File: src/rtl/mbk_pkg.sv
package mbk_pkg;
  localparam int unsigned BANK_W  = 4;            // 16 banks of 16 KB
  localparam int unsigned PAGE_W  = 2;            // 16 KB pages of 64 KB space
  localparam int unsigned SRAM_HI_W = BANK_W + 1; // SRAM A18..A14
  localparam int unsigned EN_BIT  = 4;            // active-low enable

  typedef struct packed {
    logic              dis;   // 1 = banking off
    logic [BANK_W-1:0] bank;
  } bank_reg_t;

  localparam bank_reg_t BANK_RST = '{dis: 1'b1, bank: '1};

  // scattered bank field: bits 2,3,5,6 -> bank[0..3]
  function automatic logic [BANK_W-1:0] pick_bank(input logic [7:0] d);
    return {d[6], d[5], d[3], d[2]};
  endfunction
endpackage

File: src/rtl/mbk_phi2_sync.sv
module mbk_phi2_sync #(
  parameter int unsigned STAGES = 2
) (
  input  logic clk_i,
  input  logic rst_ni,
  input  logic phi2_i,
  output logic fall_o
);
  logic [STAGES-1:0] sync_q;
  logic              last_q;

  generate
    for (genvar i = 0; i < STAGES; i++) begin : g_stage
      if (i == 0) begin : g_first
        always_ff @(posedge clk_i or negedge rst_ni)
          if (!rst_ni) sync_q[0] <= 1'b0;
          else         sync_q[0] <= phi2_i;
      end else begin : g_rest
        always_ff @(posedge clk_i or negedge rst_ni)
          if (!rst_ni) sync_q[i] <= 1'b0;
          else         sync_q[i] <= sync_q[i-1];
      end
    end
  endgenerate

  always_ff @(posedge clk_i or negedge rst_ni)
    if (!rst_ni) last_q <= 1'b0;
    else         last_q <= sync_q[STAGES-1];

  assign fall_o = last_q & ~sync_q[STAGES-1];
endmodule

File: src/rtl/mbk_bus_capture.sv
module mbk_bus_capture #(
  parameter int unsigned ADDR_W = 16,
  parameter int unsigned DATA_W = 8
) (
  input  logic              clk_i,
  input  logic              rst_ni,
  input  logic              phi2_i,
  input  logic [ADDR_W-1:0] addr_i,
  input  logic [DATA_W-1:0] data_i,
  input  logic              rw_i,
  output logic [ADDR_W-1:0] cap_addr_o,
  output logic [DATA_W-1:0] cap_data_o,
  output logic              cap_rw_o
);
  // last sample taken inside the phi2-high phase; held across the sync delay
  always_ff @(posedge clk_i or negedge rst_ni) begin
    if (!rst_ni) begin
      cap_addr_o <= '0;
      cap_data_o <= '0;
      cap_rw_o   <= 1'b1;
    end else if (phi2_i) begin
      cap_addr_o <= addr_i;
      cap_data_o <= data_i;
      cap_rw_o   <= rw_i;
    end
  end
endmodule

File: src/rtl/mbk_port_reg.sv
module mbk_port_reg
  import mbk_pkg::*;
#(
  parameter int unsigned             ADDR_W    = 16,
  parameter logic [ADDR_W-1:0]       PORT_ADDR = 16'hD301
) (
  input  logic              clk_i,
  input  logic              rst_ni,
  input  logic              commit_i,
  input  logic [ADDR_W-1:0] cap_addr_i,
  input  logic [7:0]        cap_data_i,
  input  logic              cap_rw_i,
  output bank_reg_t         reg_o
);
  logic hit_w;
  logic unused_bits;

  assign hit_w       = commit_i && !cap_rw_i && (cap_addr_i == PORT_ADDR);
  assign unused_bits = ^{cap_data_i[7], cap_data_i[1:0]};

  always_ff @(posedge clk_i or negedge rst_ni) begin
    if (!rst_ni) begin
      reg_o <= BANK_RST;
    end else if (hit_w) begin
      reg_o.bank <= pick_bank(cap_data_i);
      reg_o.dis  <= cap_data_i[EN_BIT];
    end
  end
endmodule

File: src/rtl/mbk_addr_map.sv
module mbk_addr_map
  import mbk_pkg::*;
#(
  parameter logic [PAGE_W-1:0] WIN_PAGE = 2'b01,   // $4000-$7FFF
  parameter logic [PAGE_W-1:0] ROM_PAGE = 2'b11    // $C000-$FFFF: I/O + ROM
) (
  input  logic [PAGE_W-1:0]    page_i,
  input  logic                 phi2_i,
  input  bank_reg_t            reg_i,
  output logic [SRAM_HI_W-1:0] sram_addr_o,
  output logic                 sram_ce_no
);
  localparam int unsigned PAD_W = SRAM_HI_W - PAGE_W - 1;

  logic banked_w;

  assign banked_w = !reg_i.dis && (page_i == WIN_PAGE);

  always_comb begin
    if (banked_w) sram_addr_o = {1'b0, reg_i.bank};
    else          sram_addr_o = {1'b1, {PAD_W{1'b0}}, page_i};
  end

  assign sram_ce_no = !(phi2_i && (page_i != ROM_PAGE));
endmodule

File: src/rtl/mbk_ctrl.sv
module mbk_ctrl
  import mbk_pkg::*;
#(
  parameter int unsigned       ADDR_W      = 16,
  parameter int unsigned       DATA_W      = 8,
  parameter int unsigned       SYNC_STAGES = 2,
  parameter logic [ADDR_W-1:0] PORT_ADDR   = 16'hD301
) (
  input  logic                 clk_i,
  input  logic                 rst_ni,
  input  logic                 phi2_i,
  input  logic [ADDR_W-1:0]    addr_i,
  input  logic [DATA_W-1:0]    data_i,
  input  logic                 rw_i,
  output logic [SRAM_HI_W-1:0] sram_addr_o,
  output logic                 sram_ce_no
);
  logic              commit_w;
  logic [ADDR_W-1:0] cap_addr_w;
  logic [DATA_W-1:0] cap_data_w;
  logic              cap_rw_w;
  bank_reg_t         reg_w;

  mbk_phi2_sync #(.STAGES(SYNC_STAGES)) u_sync (
    .clk_i  (clk_i),
    .rst_ni (rst_ni),
    .phi2_i (phi2_i),
    .fall_o (commit_w)
  );

  mbk_bus_capture #(.ADDR_W(ADDR_W), .DATA_W(DATA_W)) u_cap (
    .clk_i      (clk_i),
    .rst_ni     (rst_ni),
    .phi2_i     (phi2_i),
    .addr_i     (addr_i),
    .data_i     (data_i),
    .rw_i       (rw_i),
    .cap_addr_o (cap_addr_w),
    .cap_data_o (cap_data_w),
    .cap_rw_o   (cap_rw_w)
  );

  mbk_port_reg #(.ADDR_W(ADDR_W), .PORT_ADDR(PORT_ADDR)) u_reg (
    .clk_i      (clk_i),
    .rst_ni     (rst_ni),
    .commit_i   (commit_w),
    .cap_addr_i (cap_addr_w),
    .cap_data_i (cap_data_w[7:0]),
    .cap_rw_i   (cap_rw_w),
    .reg_o      (reg_w)
  );

  mbk_addr_map u_map (
    .page_i      (addr_i[ADDR_W-1 -: PAGE_W]),
    .phi2_i      (phi2_i),
    .reg_i       (reg_w),
    .sram_addr_o (sram_addr_o),
    .sram_ce_no  (sram_ce_no)
  );
endmodule

File: config.mk
export PLATFORM = sky130hd
export DESIGN_NAME = mbk_ctrl
export DESIGN_NICKNAME = d
export VERILOG_FILES = /design/src/rtl/mbk_pkg.sv /design/src/rtl/mbk_phi2_sync.sv /design/src/rtl/mbk_bus_capture.sv /design/src/rtl/mbk_port_reg.sv /design/src/rtl/mbk_addr_map.sv /design/src/rtl/mbk_ctrl.sv
export SDC_FILE = /design/constraint.sdc
export NUM_CORES = 1
export LEC_CHECK = 0
export BUFFER_PORTS_ARGS = -buffer_cell sky130_fd_sc_hd__clkbuf_2
export CAP_MARGIN = 0
export CORE_MARGIN = 4
export CORE_UTILIZATION = 30
export DETAILED_ROUTE_END_ITERATION = 10
export MAX_ROUTING_LAYER = met4
export SYNTH_ARGS = -nofsm -noshare
export SYNTH_HDL_FRONTEND = slang
export SYNTH_SLANG_ARGS = --single-unit
export TNS_END_PERCENT = 20
File: constraint.sdc
create_clock -name clk_i -period 2.1 [get_ports clk_i]
set_input_delay 0.21 -clock clk_i [delete_from_list [all_inputs] [get_ports clk_i]]
set_output_delay 0.21 -clock clk_i [all_outputs]
set_load 0.005 [all_outputs]
# Word level (Yosys, flattened, before mapping)
# Cells that the tools add are included.
[op_classes]
n_lt_le_gt_ge = 0
multipliers = 0
eq_ne = 3
shift = 0
n_mux = 1
n_div = 0
n_addsub = 0
reduce_logical = 7
bitwise_logic = 2
[ops]
columns = ["operator", "n"]
rows = [
  ["equality test 16 bit (second input constant)", 1],
  ["2-to-1 mux 5 bit", 1],
  ["logical AND 1 bit", 4],
  ["logical NOT 1 bit", 3],
  ["equality test 2 x 1 -> 1 bit (second input constant)", 1],
  ["inequality test 2 bit (second input constant)", 1],
  ["AND 1 bit", 1],
  ["inverter 1 bit", 1],
]
[word_totals]
in_bits = 28
latchBits = 0
ram_bits = 0
word_cells = 21
n_memories = 0
regBits = 32
rom_bits = 0
output_inout_bits = 6

# Longest topological paths before layout
[logic_depth]
word_depth = 4
ltp_mapped = 4
depth_no_buf = 4

# Hierarchy
# Synthesis repeated with hierarchy kept, for this count alone.
[hier_totals]
cells_unflattened = 83
hier_area_um2 = 1426.4
[modules_own_cells]
columns = ["mod", "instances", "cells_each", "seq_area_each_um2", "area_per_inst_um2"]
rows = [
  ["mbk_bus_capture", 1, 53, 626.9, 1034.7],
  ["mbk_port_reg", 1, 17, 131.4, 245.2],
  ["mbk_phi2_sync", 1, 4, 75.1, 88.8],
  ["mbk_addr_map", 1, 9, 0.0, 57.6],
]

# Worst setup path before layout
# Ideal clock, no wire load.
[synth_path]
kind = "reg2reg"
from = "register u_sync.sync_q[1]"
to = "register u_reg.reg_o[0] (netlist name)"
t_arrival_ns = 1.439
stages_incl_launch_ff = 5
period_less_slack_ns = 1.521
setup_time_ns = 0.082
path_slack_ns = 0.579
t_required_ns = 2.018
n_path_buf = 0
path_cell_list = "dfrtp_1 nor4b_1 nand2_1 nor4_4 mux2_2"
[synth_between]
elab_chain_len = 4
[synth_lines]
columns = ["element", "line_no", "source"]
rows = [
  ["start: declaration", "mbk_phi2_sync.sv:9", "logic [STAGES-1:0] sync_q;"],
  ["start signal: indexed assignment", "mbk_phi2_sync.sv:21", "else sync_q[i] <= sync_q[i-1];"],
  ["inverter 1 bit", "mbk_phi2_sync.sv:30", "assign fall_o = last_q & ~sync_q[STAGES-1];"],
  ["AND 1 bit", "mbk_phi2_sync.sv:30", ""],
  ["logical AND 1 bit (2 in series)", "mbk_port_reg.sv:18", "assign hit_w = commit_i && !cap_rw_i && (cap_addr_i == PORT_ADDR);"],
  ["end: declaration", "mbk_port_reg.sv:13", "output bank_reg_t reg_o"],
]
# No other way between the ends.
# A chain may end at the register's enable or synchronous reset.

# Worst setup path after layout
[layout_path]
from = "register u_cap.cap_addr_o[5]"
to = "register u_reg.reg_o[1] (netlist name)"
[layout_between]
elab_chain_len = 2
[layout_lines]
columns = ["element", "line_no", "source"]
rows = [
  ["start: declaration", "mbk_bus_capture.sv:11", "output logic [ADDR_W-1:0] cap_addr_o,"],
  ["start signal: assignment", "mbk_bus_capture.sv:22", "cap_addr_o <= addr_i;"],
  ["equality test 16 bit", "mbk_port_reg.sv:18", ""],
  ["logical AND 1 bit", "mbk_port_reg.sv:18", ""],
]
# No other way between the ends.

==> flow_summary_export.csv <==
group,metric,value,unit
run_status,status,"complete, but fails checks",
run_status,violations,"negative hold slack",
finish,final_nets,139,
clock_tree,numCtsBuffers,5,
pwr,ir_drop,0.000446,V
yosys,syn_area,0.00119,mm^2
grt,grt_pass1_vias,790,
finish,antenna_cells,0,
timing,max_freq,589,MHz
placement,dpl.hpwl,1550,um
timing,rsz0062_at_grt,"false",
clock_tree,clkLatencyLatePin,270,ps
floorplanning,die_area,0.00505,mm^2
timing,hold_viol_final,24,
timing,fin_skew,4.39,ps
detailed_routing,vias,730,
yosys,synth_area_leader_cell,"dfrtp_1",
detailed_routing,avgViaCountPerCell,4.56,
detailed_routing,ant_nets,0,
placement,io_buffer_count,30,
yosys,avgSynthCellArea,15.7,um^2
timing,slew_violations,0,
critical_path,worstRegToRegCells,4,
placement,placedCellCount,152,
detailed_routing,dr.pass1.iters,2,
floorplanning,initial_core_util,31.9,%
finish,most-common-layout-cells,"30 x clkbuf_2, 27 x mux2_2, 24 x dfrtp_1",
floorplanning,rows,22,
yosys,synth_top_area_share,50.3,%
critical_path,setup.worst_path.start_class,"flip-flop",
yosys,seq_area_frac_synth,63.5,%
timing,worstMarginPinSlew,713,ps
pwr,power,0.00121,W
yosys,yosys-top-cells-area,"dfrtp_1 50%, mux2_2 25%, dfstp_2 13%",
detailed_routing,routedWlPerCell,13.0,um
timing,final-setup-viol-count,0,
floorplanning,die_x,71.1,um
floorplanning,die_h,71.1,um
critical_path,slowest_stage,"dfrtp_1",
clock_tree,cts.sinks,30,
clock_tree,cts_tree,"yes",
clock_tree,cts_hold_buffers,0,
timing,fin_ws,401,ps
min_path,hp-class,"in -> async",
floorplanning,pin_count,34,
detailed_routing,wirelength,2080,um
critical_path,cp_data_required_time,2300,ps
clock_tree,clk_pin_slew,60,ps
finish,final.fill_count,382,
run,max_cap_viol_count,0,
yosys,ys_ff_latch,30,
critical_path,worstPathArrival,1900,ps
timing,tns,0,ps
grt,grt_pass1_wl,3650,um
finish,areaGrowthSynthToFinish,24.6,%
clock_tree,htreeDepth,2,
grt,overflow,0,
detailed_routing,dr.first_iter.drc_count,9,
yosys,syn-num-nets,104,
grt,grt_usage,9.78,%
clock_tree,root_buffer,"clkbuf_8",
finish,stdcell_count,160,
critical_path,path_class,"reg -> reg",
critical_path,worstPathCellList,"nor4b_1 > nand4_1 > nor4_4 > mux2_2",
grt,grt_max_degree,31,
clock_tree,clockBufferDepth,2,
clock_tree,post_cts_buffers,0,
pwr,p_per_area,813,mW/mm^2
yosys,yosysWarnings,0,
yosys,yosysUniqueCellTypes,15,
grt,antenna_found_initial,0,
clock_tree,cts_resized,0,
detailed_routing,post-route-drc-count,0,
critical_path,max_stage_delay,380,ps
pwr,power_leakage,0.665,nW
placement,post-place-ws,353,ps
placement,routabilityCongestion,0.753,
finish,drive_above_1_share,65.2,%
timing,whs,-16.5,ps
floorplanning,core,0.00374,mm^2
critical_path,critPathMaxFanout,5,
timing,timing.final.crit_share,80.9,%
timing,relSlewSlack,52.4,%
yosys,syn_inst,76,
finish,layout_commonest_cell,"clkbuf_2",
timing,period_needed,1700,ps
critical_path,crit_path_end_kind,"flip-flop",
-- cells by family (layout without fill, tap and decap cells) --
family / Yosys count / count (layout) / share of synthesized area, %
AOI/OAI and AO/OA: 2 / 2 / 1.47
buffers and inverters: 4 / 40 / 1.26
DFF: 30 / 30 / 63.5
muxes: 27 / 27 / 25.5
and+or+nand+nor: 13 / 13 / 8.28
-- state kept, by name, indices dropped and copies added, names as in the netlist --
register          count
u_sync.last_q         1
u_cap.cap_data_o      5
u_cap.cap_addr_o     16
u_cap.cap_rw_o        1
u_sync.sync_q         2
u_reg.reg_o           5
-- synth_stat cells, drive strengths merged --
cell	number
a31o	1
nor2	1
inv	2
nand4	1
dfstp	6
and2	2
nor4	1
nor3b	1
nor4b	3
nand2	4
o31a	1
dfrtp	24
clkbuf	2
mux2	27
-- path summary, 6_finish.rpt --
path                                     startpoint              endpoint  slack (ps)
worst max register to register  u_cap.cap_addr_o[5]        u_reg.reg_o[1]         400
worst min register to register     u_sync.sync_q[0]      u_sync.sync_q[1]         350
worst min-delay path                         rst_ni   u_cap.cap_addr_o[5]         -20
max in group asynchronous                    rst_ni  u_cap.cap_addr_o[10]        1660
worst max-delay path            u_cap.cap_addr_o[5]        u_reg.reg_o[1]         400
min in group clk_i                        data_i[4]   u_cap.cap_data_o[4]         170
-- worst max-delay path, delay by kind of cell, from the launching register on --
kind	cells	cell delay [ps]
DFF	1	380
muxes	1	380
and+or+nand+nor	3	860
-- per-layer routing --
layer / track usage (%) / wire length (um) / vias to the layer above
li1: - / - / 339
met1: 11.4 / 870 / 362
met2: 14.9 / 1040 / 24
met3: 4.12 / 136 / 5
met4: 3.76 / 33 / 0
met5: - / 0 / -
-- metrics by stage --
step	area, um^2	util [%]
after floorplan	1190	-
after global placement	1400	37.3
after detailed placement	1400	37.3
after CTS	1490	39.7
after global routing	1490	39.7
final	1490	39.7
-- final cells by class --
class                      count  area [um^2]  area share, %
clock buffer                   7         86.3           5.80
sequential                    30          758           51.0
inverter                       2         7.51          0.505
timing repair buffer          30          150           10.1
tap                           48         60.1           4.04
clock inverter                 1         5.00          0.336
multi-input combinational     42          420           28.3
-- power by group --
part           internal, W  leakage [nW]  switching (W)
registers         0.000626         0.343      0.0000235
clock network     0.000263        0.0482       0.000191
logic            0.0000625         0.275      0.0000437
No activity file was read; power rests on OpenSTA's default activity.
